==> config.mk <==
export PLATFORM = sky130hd
export DESIGN_NAME = i2c_regport
export DESIGN_NICKNAME = d
export VERILOG_FILES = /design/src/rtl/i2c_regport_pkg.sv /design/src/rtl/i2c_line_filter.sv /design/src/rtl/i2c_cond_detect.sv /design/src/rtl/i2c_xfer_fsm.sv /design/src/rtl/i2c_regport.sv
export SDC_FILE = /design/constraint.sdc
export NUM_CORES = 1
export LEC_CHECK = 0
export ABC_CLOCK_PERIOD_IN_PS = 2600
export BUFFER_PORTS_ARGS = -buffer_cell sky130_fd_sc_hd__buf_2
export CORE_ASPECT_RATIO = 0.5
export CORE_MARGIN = 3
export CORE_UTILIZATION = 49
export DETAILED_ROUTE_END_ITERATION = 7
export GPL_TIMING_DRIVEN = 0
export MAX_ROUTING_LAYER = met4
export PLACE_DENSITY = 0.7
export SLEW_MARGIN = 15
export SYNTH_ARGS = -nofsm -noshare
export SYNTH_HDL_FRONTEND = slang
export SYNTH_HIERARCHICAL = 1
export SYNTH_SLANG_ARGS = --single-unit
==> constraint.sdc <==
create_clock -name clk -period 2.6 [get_ports clk]
set_clock_uncertainty 0.15 [all_clocks]
set_input_delay 0.13 -clock clk [delete_from_list [all_inputs] [get_ports clk]]
set_output_delay 0.13 -clock clk [all_outputs]
set_load 0.005 [all_outputs]
==> src/rtl/i2c_regport_pkg.sv <==
package i2c_regport_pkg;

  localparam int BYTE_W = 8;
  localparam logic [4:0] ID_PREFIX = 5'b01010;

  typedef enum logic [2:0] {
    ST_IDLE,
    ST_RX,
    ST_RX_END,
    ST_ACK,
    ST_TX,
    ST_MACK,
    ST_HOLD
  } xfer_st_t;

  typedef enum logic [1:0] {
    K_ID,
    K_REG,
    K_DATA
  } byte_kind_t;

  typedef enum logic [1:0] {
    AF_RX,
    AF_TX,
    AF_HOLD
  } after_ack_t;

  // identification byte check: prefix, pin bit, forced zero; bit 0 is direction
  function automatic logic id_match(input logic [BYTE_W-1:0] b, input logic sel);
    return (b[7:3] == ID_PREFIX) && (b[2] == sel) && (b[1] == 1'b0);
  endfunction

  // pull-low enable for one outgoing bit on an open-drain line
  function automatic logic pull_for(input logic bit_val);
    return ~bit_val;
  endfunction

  // shift left by one, filling with zero
  function automatic logic [BYTE_W-1:0] shl1(input logic [BYTE_W-1:0] v);
    return {v[BYTE_W-2:0], 1'b0};
  endfunction

endpackage

==> src/rtl/i2c_line_filter.sv <==
module i2c_line_filter #(
  parameter int SYNC_STAGES = 2,
  parameter int FILT_LEN    = 3
) (
  input  logic clk,
  input  logic rst_n,
  input  logic din,
  output logic dout
);
  localparam int HALF = FILT_LEN / 2;

  logic [SYNC_STAGES-1:0] sync_q;
  logic [FILT_LEN-1:0]    win_q;
  logic                   filt_q;

  always_ff @(posedge clk or negedge rst_n) begin
    if (!rst_n) begin
      sync_q <= '1;
      win_q  <= '1;
      filt_q <= 1'b1;
    end else begin
      sync_q <= {sync_q[SYNC_STAGES-2:0], din};
      win_q  <= {win_q[FILT_LEN-2:0], sync_q[SYNC_STAGES-1]};
      filt_q <= ($countones(win_q) > HALF);
    end
  end

  assign dout = filt_q;

  // the filtered level can only move toward the sample that just entered the window
  a_r10_change_follows_newest: assert property (@(posedge clk) disable iff (!rst_n)
    (filt_q != $past(filt_q)) |-> (filt_q == $past(win_q[0])));

endmodule

==> src/rtl/i2c_cond_detect.sv <==
module i2c_cond_detect (
  input  logic clk,
  input  logic rst_n,
  input  logic scl_f,
  input  logic sda_f,
  output logic scl_rise,
  output logic scl_fall,
  output logic start_ev,
  output logic stop_ev
);
  logic scl_q, sda_q;

  always_ff @(posedge clk or negedge rst_n) begin
    if (!rst_n) begin
      scl_q <= 1'b1;
      sda_q <= 1'b1;
    end else begin
      scl_q <= scl_f;
      sda_q <= sda_f;
    end
  end

  assign scl_rise = scl_f & ~scl_q;
  assign scl_fall = ~scl_f & scl_q;
  assign start_ev = scl_f & scl_q & sda_q & ~sda_f;
  assign stop_ev  = scl_f & scl_q & ~sda_q & sda_f;

endmodule

==> src/rtl/i2c_xfer_fsm.sv <==
module i2c_xfer_fsm
  import i2c_regport_pkg::*;
(
  input  logic              clk,
  input  logic              rst_n,
  input  logic              boot_done,
  input  logic              addr_sel,
  input  logic              scl_hi,
  input  logic              sda_bit,
  input  logic              scl_rise,
  input  logic              scl_fall,
  input  logic              start_ev,
  input  logic              stop_ev,
  input  logic [BYTE_W-1:0] rd_data,
  output logic              sda_pull,
  output logic [BYTE_W-1:0] reg_addr,
  output logic              wr_en,
  output logic [BYTE_W-1:0] wr_data,
  output logic              rd_en
);
  localparam int CNT_W = $clog2(BYTE_W);
  localparam logic [CNT_W-1:0] LAST_BIT = CNT_W'(BYTE_W - 1);

  xfer_st_t          st;
  byte_kind_t        kind;
  after_ack_t        after;
  logic [CNT_W-1:0]  cnt;
  logic [BYTE_W-1:0] rx_sr;
  logic [BYTE_W-1:0] tx_sr;
  logic              mack_seen;

  always_ff @(posedge clk or negedge rst_n) begin
    if (!rst_n) begin
      st        <= ST_IDLE;
      kind      <= K_ID;
      after     <= AF_RX;
      cnt       <= '0;
      rx_sr     <= '0;
      tx_sr     <= '0;
      mack_seen <= 1'b0;
      sda_pull  <= 1'b0;
      reg_addr  <= '0;
      wr_en     <= 1'b0;
      wr_data   <= '0;
      rd_en     <= 1'b0;
    end else begin
      wr_en <= 1'b0;
      rd_en <= 1'b0;
      if (!boot_done) begin
        st        <= ST_IDLE;
        sda_pull  <= 1'b0;
        cnt       <= '0;
        mack_seen <= 1'b0;
      end else if (stop_ev) begin
        st       <= ST_IDLE;
        sda_pull <= 1'b0;
      end else if (start_ev) begin
        st        <= ST_RX;
        kind      <= K_ID;
        cnt       <= '0;
        sda_pull  <= 1'b0;
        mack_seen <= 1'b0;
      end else begin
        case (st)
          ST_RX: begin
            if (scl_rise) begin
              rx_sr <= {rx_sr[BYTE_W-2:0], sda_bit};
              cnt   <= cnt + 1'b1;
              if (cnt == LAST_BIT) st <= ST_RX_END;
            end
          end
          ST_RX_END: begin
            if (scl_fall) begin
              case (kind)
                K_ID: begin
                  if (id_match(rx_sr, addr_sel)) begin
                    sda_pull <= 1'b1;
                    st       <= ST_ACK;
                    if (rx_sr[0]) begin
                      rd_en <= 1'b1;
                      after <= AF_TX;
                    end else begin
                      kind  <= K_REG;
                      after <= AF_RX;
                    end
                  end else begin
                    st <= ST_HOLD;
                  end
                end
                K_REG: begin
                  reg_addr <= rx_sr;
                  kind     <= K_DATA;
                  sda_pull <= 1'b1;
                  st       <= ST_ACK;
                  after    <= AF_RX;
                end
                default: begin
                  wr_en    <= 1'b1;
                  wr_data  <= rx_sr;
                  sda_pull <= 1'b1;
                  st       <= ST_ACK;
                  after    <= AF_HOLD;
                end
              endcase
            end
          end
          ST_ACK: begin
            if (scl_fall) begin
              cnt <= '0;
              case (after)
                AF_TX: begin
                  sda_pull <= pull_for(rd_data[BYTE_W-1]);
                  tx_sr    <= shl1(rd_data);
                  st       <= ST_TX;
                end
                AF_RX: begin
                  sda_pull <= 1'b0;
                  st       <= ST_RX;
                end
                default: begin
                  sda_pull <= 1'b0;
                  st       <= ST_HOLD;
                end
              endcase
            end
          end
          ST_TX: begin
            if (scl_fall) begin
              if (cnt == LAST_BIT) begin
                sda_pull  <= 1'b0;
                mack_seen <= 1'b0;
                st        <= ST_MACK;
              end else begin
                sda_pull <= pull_for(tx_sr[BYTE_W-1]);
                tx_sr    <= shl1(tx_sr);
                cnt      <= cnt + 1'b1;
              end
            end
          end
          ST_MACK: begin
            if (scl_rise) begin
              if (!sda_bit) begin
                rd_en     <= 1'b1;
                mack_seen <= 1'b1;
              end else begin
                st <= ST_HOLD;
              end
            end else if (scl_fall && mack_seen) begin
              mack_seen <= 1'b0;
              cnt       <= '0;
              sda_pull  <= pull_for(rd_data[BYTE_W-1]);
              tx_sr     <= shl1(rd_data);
              st        <= ST_TX;
            end
          end
          default: ;
        endcase
      end
    end
  end

  // the pull-low enable is only ever active while acknowledging or sending
  a_r1_pull_only_when_driving: assert property (@(posedge clk) disable iff (!rst_n)
    sda_pull |-> (st == ST_ACK || st == ST_TX));

  // write strobe lasts a single cycle
  a_r3_wr_single_pulse: assert property (@(posedge clk) disable iff (!rst_n)
    wr_en |=> !wr_en);

  // read request lasts a single cycle and never coincides with a write
  a_r5_rd_single_pulse: assert property (@(posedge clk) disable iff (!rst_n)
    rd_en |=> !rd_en);
  a_r5_rd_wr_exclusive: assert property (@(posedge clk) disable iff (!rst_n)
    !(rd_en && wr_en));

  // nothing happens before the power-up recall finishes
  a_r8_idle_before_boot: assert property (@(posedge clk) disable iff (!rst_n)
    !boot_done |=> (st == ST_IDLE && !sda_pull));

  // a stop condition always lands in idle
  a_r9_stop_to_idle: assert property (@(posedge clk) disable iff (!rst_n)
    (stop_ev && boot_done) |=> (st == ST_IDLE && !sda_pull));

  // a sent bit holds through the clock-high phase
  a_r11_tx_stable_high: assert property (@(posedge clk) disable iff (!rst_n)
    (st == ST_TX && $past(st) == ST_TX && scl_hi && $past(scl_hi)) |-> $stable(sda_pull));

endmodule

==> src/rtl/i2c_regport.sv <==
module i2c_regport
  import i2c_regport_pkg::*;
#(
  parameter int SYNC_STAGES = 2,
  parameter int FILT_LEN    = 3
) (
  input  logic              clk,
  input  logic              rst_n,
  input  logic              boot_done,
  input  logic              addr_sel,
  input  logic              scl_in,
  input  logic              sda_in,
  output logic              sda_pull,
  output logic [BYTE_W-1:0] reg_addr,
  output logic              reg_wr_en,
  output logic [BYTE_W-1:0] reg_wr_data,
  output logic              reg_rd_en,
  input  logic [BYTE_W-1:0] reg_rd_data
);
  localparam int N_LINES = 2;
  localparam int IDX_SCL = 0;
  localparam int IDX_SDA = 1;

  logic [N_LINES-1:0] raw_lines;
  logic [N_LINES-1:0] filt_lines;
  logic scl_rise, scl_fall, start_ev, stop_ev;

  assign raw_lines = {sda_in, scl_in};

  for (genvar g = 0; g < N_LINES; g++) begin : g_line
    i2c_line_filter #(
      .SYNC_STAGES(SYNC_STAGES),
      .FILT_LEN   (FILT_LEN)
    ) u_filt (
      .clk  (clk),
      .rst_n(rst_n),
      .din  (raw_lines[g]),
      .dout (filt_lines[g])
    );
  end

  i2c_cond_detect u_cond (
    .clk     (clk),
    .rst_n   (rst_n),
    .scl_f   (filt_lines[IDX_SCL]),
    .sda_f   (filt_lines[IDX_SDA]),
    .scl_rise(scl_rise),
    .scl_fall(scl_fall),
    .start_ev(start_ev),
    .stop_ev (stop_ev)
  );

  i2c_xfer_fsm u_fsm (
    .clk      (clk),
    .rst_n    (rst_n),
    .boot_done(boot_done),
    .addr_sel (addr_sel),
    .scl_hi   (filt_lines[IDX_SCL]),
    .sda_bit  (filt_lines[IDX_SDA]),
    .scl_rise (scl_rise),
    .scl_fall (scl_fall),
    .start_ev (start_ev),
    .stop_ev  (stop_ev),
    .rd_data  (reg_rd_data),
    .sda_pull (sda_pull),
    .reg_addr (reg_addr),
    .wr_en    (reg_wr_en),
    .wr_data  (reg_wr_data),
    .rd_en    (reg_rd_en)
  );

endmodule

==> results.md <==
* Outcome: completed
* Max-slew violation count at 0
* Most common cell after layout, fill and taps aside: dfrtp_1
* Wirelength per Cell at approximately 16 um
* Sum of negative setup slack at 0 ns
* Crit path kind: reg -> reg
* Mapped cell area at roughly 2700 um2
* Synthesized instance count at approximately 220
* Static leakage at approximately 1.6 nW
* CP max FO at 8
* TritonCTS Buffers at 9
* Nets at approximately 280
* Area grow syn2layout at 18.61%
* Mapped Nets at 237
* Pint at about 0.0017 W
* Dpl hpwl at 3.642 mm
* RePlAce Congestion at 0.9497
* Pin count of the biggest net entering global routing at 60
* DP Area at 2993 um2
* Top Family by Delay on Critical Path: simple AND/OR/NAND/NOR gates
* DR vias at around 1900
* Register area share after synthesis at between 50% and 60%
* Max incr delay on CP at 0.61 ns
* Reg power frac at a little under half
* CTS HTree Levels at 3
* Vias per Instance at approximately 5.5
* Slew HR at between 50% and 60%
* Die Ht at slightly below 60 um
* CTS tree: yes
* Synth async-reset ratio at 100.0%
* DRC Markers at 0
* GRT overflow at 0
* Sw power at 0.0005171 W
* CORE AREA at roughly 5200 um2
* Ant. Diodes at 0
* Initial antenna violation count at 0
* Syn_area_per_cell at between 10 and 15 um2
* Maxcap violations at 0
* Final Hold Viols at 0
* RSZ-0062 raised after global routing: false
* Clk Tree Root Cell: clkbuf_8
* Worst vdd ir at 0.0003995 V
* Number of synthesized flops with an enable pin at 0
* Syn. warnings at 6
* Crit-path cells: and4b_1 > nor3b_2 > nand4b_1 > mux2_2
* First-pass GRT wire length at 9.280 mm
* Worst hold path class: in -> reg
* Worst skew pair latency at 0.33 ns
* Row Count at 18
* Filler Cell Count at roughly 410
* Period utilization at a little over nine tenths
* Clock share of power at 42.0%
* Critical path arrival at around 2.6 ns
* First-pass detailed-route iteration total at 4
* Crit path buf inv count at 0
* Startpoint types: register
* Setup bufs post-CTS at 0
* Most frequent cells in the layout: dfrtp_1 (45), mux2_2 (40), buf_2 (33)
* DRT Wirelength at between 5 and 6 mm
* # IOs at 33
* Starting Density at a little over half
* Final min period at between 2 and 3 ns
* Logic gate share of total power at between 10% and 20%
* CP Capture Type: register
* Layout cells sized above 1 at 43.54%
* # port buffers at 32
* Max Root-Sink Buffers at 2
* Worst Tran Pin Value at around 0.70 ns
* GRT Util Overall at between 10% and 20%
* Sw frac at 23.79%
* Detail Route Antenna Nets at 0
* Endpoint required time on the critical path at 2.66 ns
* Slowest CP cell: dfstp_2
* Pwr per Cell Area at ~670 nW/um2
* Number of synthesized register bits at 59
* Count of different cell masters after synthesis at 52
* Fmax at roughly 0.4 GHz
* Die Footprint at about 6600 um2
* Clk slew on worst S/H paths at 0.06 ns
* Die width at ~110 um
* Clock sink total at 59
* Final Setup Violations at 0
* Post-route cell area at approximately 3300 um2
* DRT iter0 DRCs at 132
* Top FF cell, synth: dfrtp_1
* Number of global-route vias before repair at 1842
[cells by family (layout without fill, tap and decap cells)]
family	after synthesis	in the layout	synth area share (%)
buffers and inverters	11	63	2.144
AND/OR/NAND/NOR	62	62	14.42
AO/OA/AOI/OAI	41	41	10.08
adder cells (fa/ha/maj)	4	4	1.825
XOR/XNOR	2	2	0.6388
flip-flops	59	59	54.47
multiplexers	40	40	16.42
[what timing repair did]
item                       CTS  global route
hold buffers                 4             0
hold endpoints to repair    48             0
setup endpoints to repair    0             7
resized for setup            0             2
[power by group through the flow]
stage	Clock, W	Combinational, W	Sequential (W)
detailed placement	0	0.000244	0.00102
finish	0.000913	0.000251	0.00101
CTS	0.000941	0.000250	0.00101
global route	0.000986	0.000279	0.00101
floorplan	0	0.000172	0.00101
global placement	0	0.000237	0.00102
[metrics by stage]
step / util (%) / cells / total power [W] / hold slack (ns) / setup WS, ns
2_1_floorplan: - / 219 / 0.001187 / -0.3156 / 0.5179
3_3_place_gp: 57.98 / 321 / 0.001259 / 0.08507 / 0.07760
3_5_place_dp: 58.03 / 321 / 0.001268 / 0.07504 / 0.1103
4_1_cts: 63.05 / 341 / 0.002198 / 0.001162 / 0.09379
5_1_grt: 63.08 / 341 / 0.002280 / 0.008043 / 0.001352
6_report: 63.08 / 341 / 0.002173 / 0.01874 / 0.09779
[state kept, by name, summed over array words and instances (netlist names), 3 cells and up]
register / cells
g_line.u_filt/win_q: 6
u_fsm/reg_addr: 8
g_line.u_filt/sync_q: 4
u_fsm/st: 3
u_fsm/rx_sr: 8
u_fsm/cnt: 3
u_fsm/wr_data: 8
u_fsm/tx_sr: 7
[synthesized netlist by cell type (3+ instances only)]
| master | number | area (um2) |
|---|---|---|
| ha_1 | 4 | 50.05 |
| dfstp_2 | 14 | 367.9 |
| nand2b_1 | 7 | 43.79 |
| inv_1 | 4 | 15.01 |
| nor2b_1 | 8 | 50.05 |
| mux2_2 | 40 | 450.4 |
| nor3_1 | 3 | 15.01 |
| nand2_1 | 17 | 63.81 |
| dfrtp_1 | 45 | 1126 |
| o21ai_0 | 9 | 45.04 |
| nand3_1 | 3 | 15.01 |
| a21oi_1 | 8 | 40.04 |
| o31ai_1 | 3 | 22.52 |
| a31oi_1 | 3 | 18.77 |
| nor2_1 | 4 | 15.01 |
[routing by layer]
| metal | routed length, um | GRT usage (%) |
|---|---|---|
| met3 | 293 | 6.057 |
| met5 | 0 | - |
| met1 | 2702 | 25.18 |
| met2 | 2383 | 27.51 |
| met4 | 36 | 5.893 |
[worst reg2reg max path, delay by kind of cell (launching register included)]
kind / cells / cell delay, ns
muxes: 1 / 0.46
and+or+nand+nor: 3 / 1.17
DFF: 1 / 0.61
[layout make-up]
| cell class | count | area [um2] | share of cell area (%) |
|---|---|---|---|
| sequential | 59 | 1494 | 45.92 |
| clock buffer | 12 | 145.1 | 4.462 |
| timing repair buffer | 36 | 202.7 | 6.231 |
| inverter | 4 | 15.01 | 0.4615 |
| multi-input combinational | 149 | 1190 | 36.58 |
| buffer | 7 | 45.04 | 1.385 |
| clock inverter | 4 | 73.82 | 2.269 |
| tap | 70 | 87.58 | 2.692 |
[path summary, 6_finish.rpt]
kind,endpoint,depth (start not counted),slack [ns],from
max,u_fsm/rx_sr[6],4,0.1,g_line[1].u_filt/dout
min,u_fsm/tx_sr[1],3,0.02,reg_rd_data[0]
max reg2reg,u_fsm/rx_sr[6],4,0.1,g_line[1].u_filt/dout
min reg2reg,g_line[0].u_filt/sync_q[1],0,0.21,g_line[0].u_filt/sync_q[0]
max in group asynchronous,u_fsm/reg_addr[6],2,1.59,rst_n
min in group asynchronous,u_fsm/rd_en,2,0.24,rst_n
(Power assumes the default switching activity.)
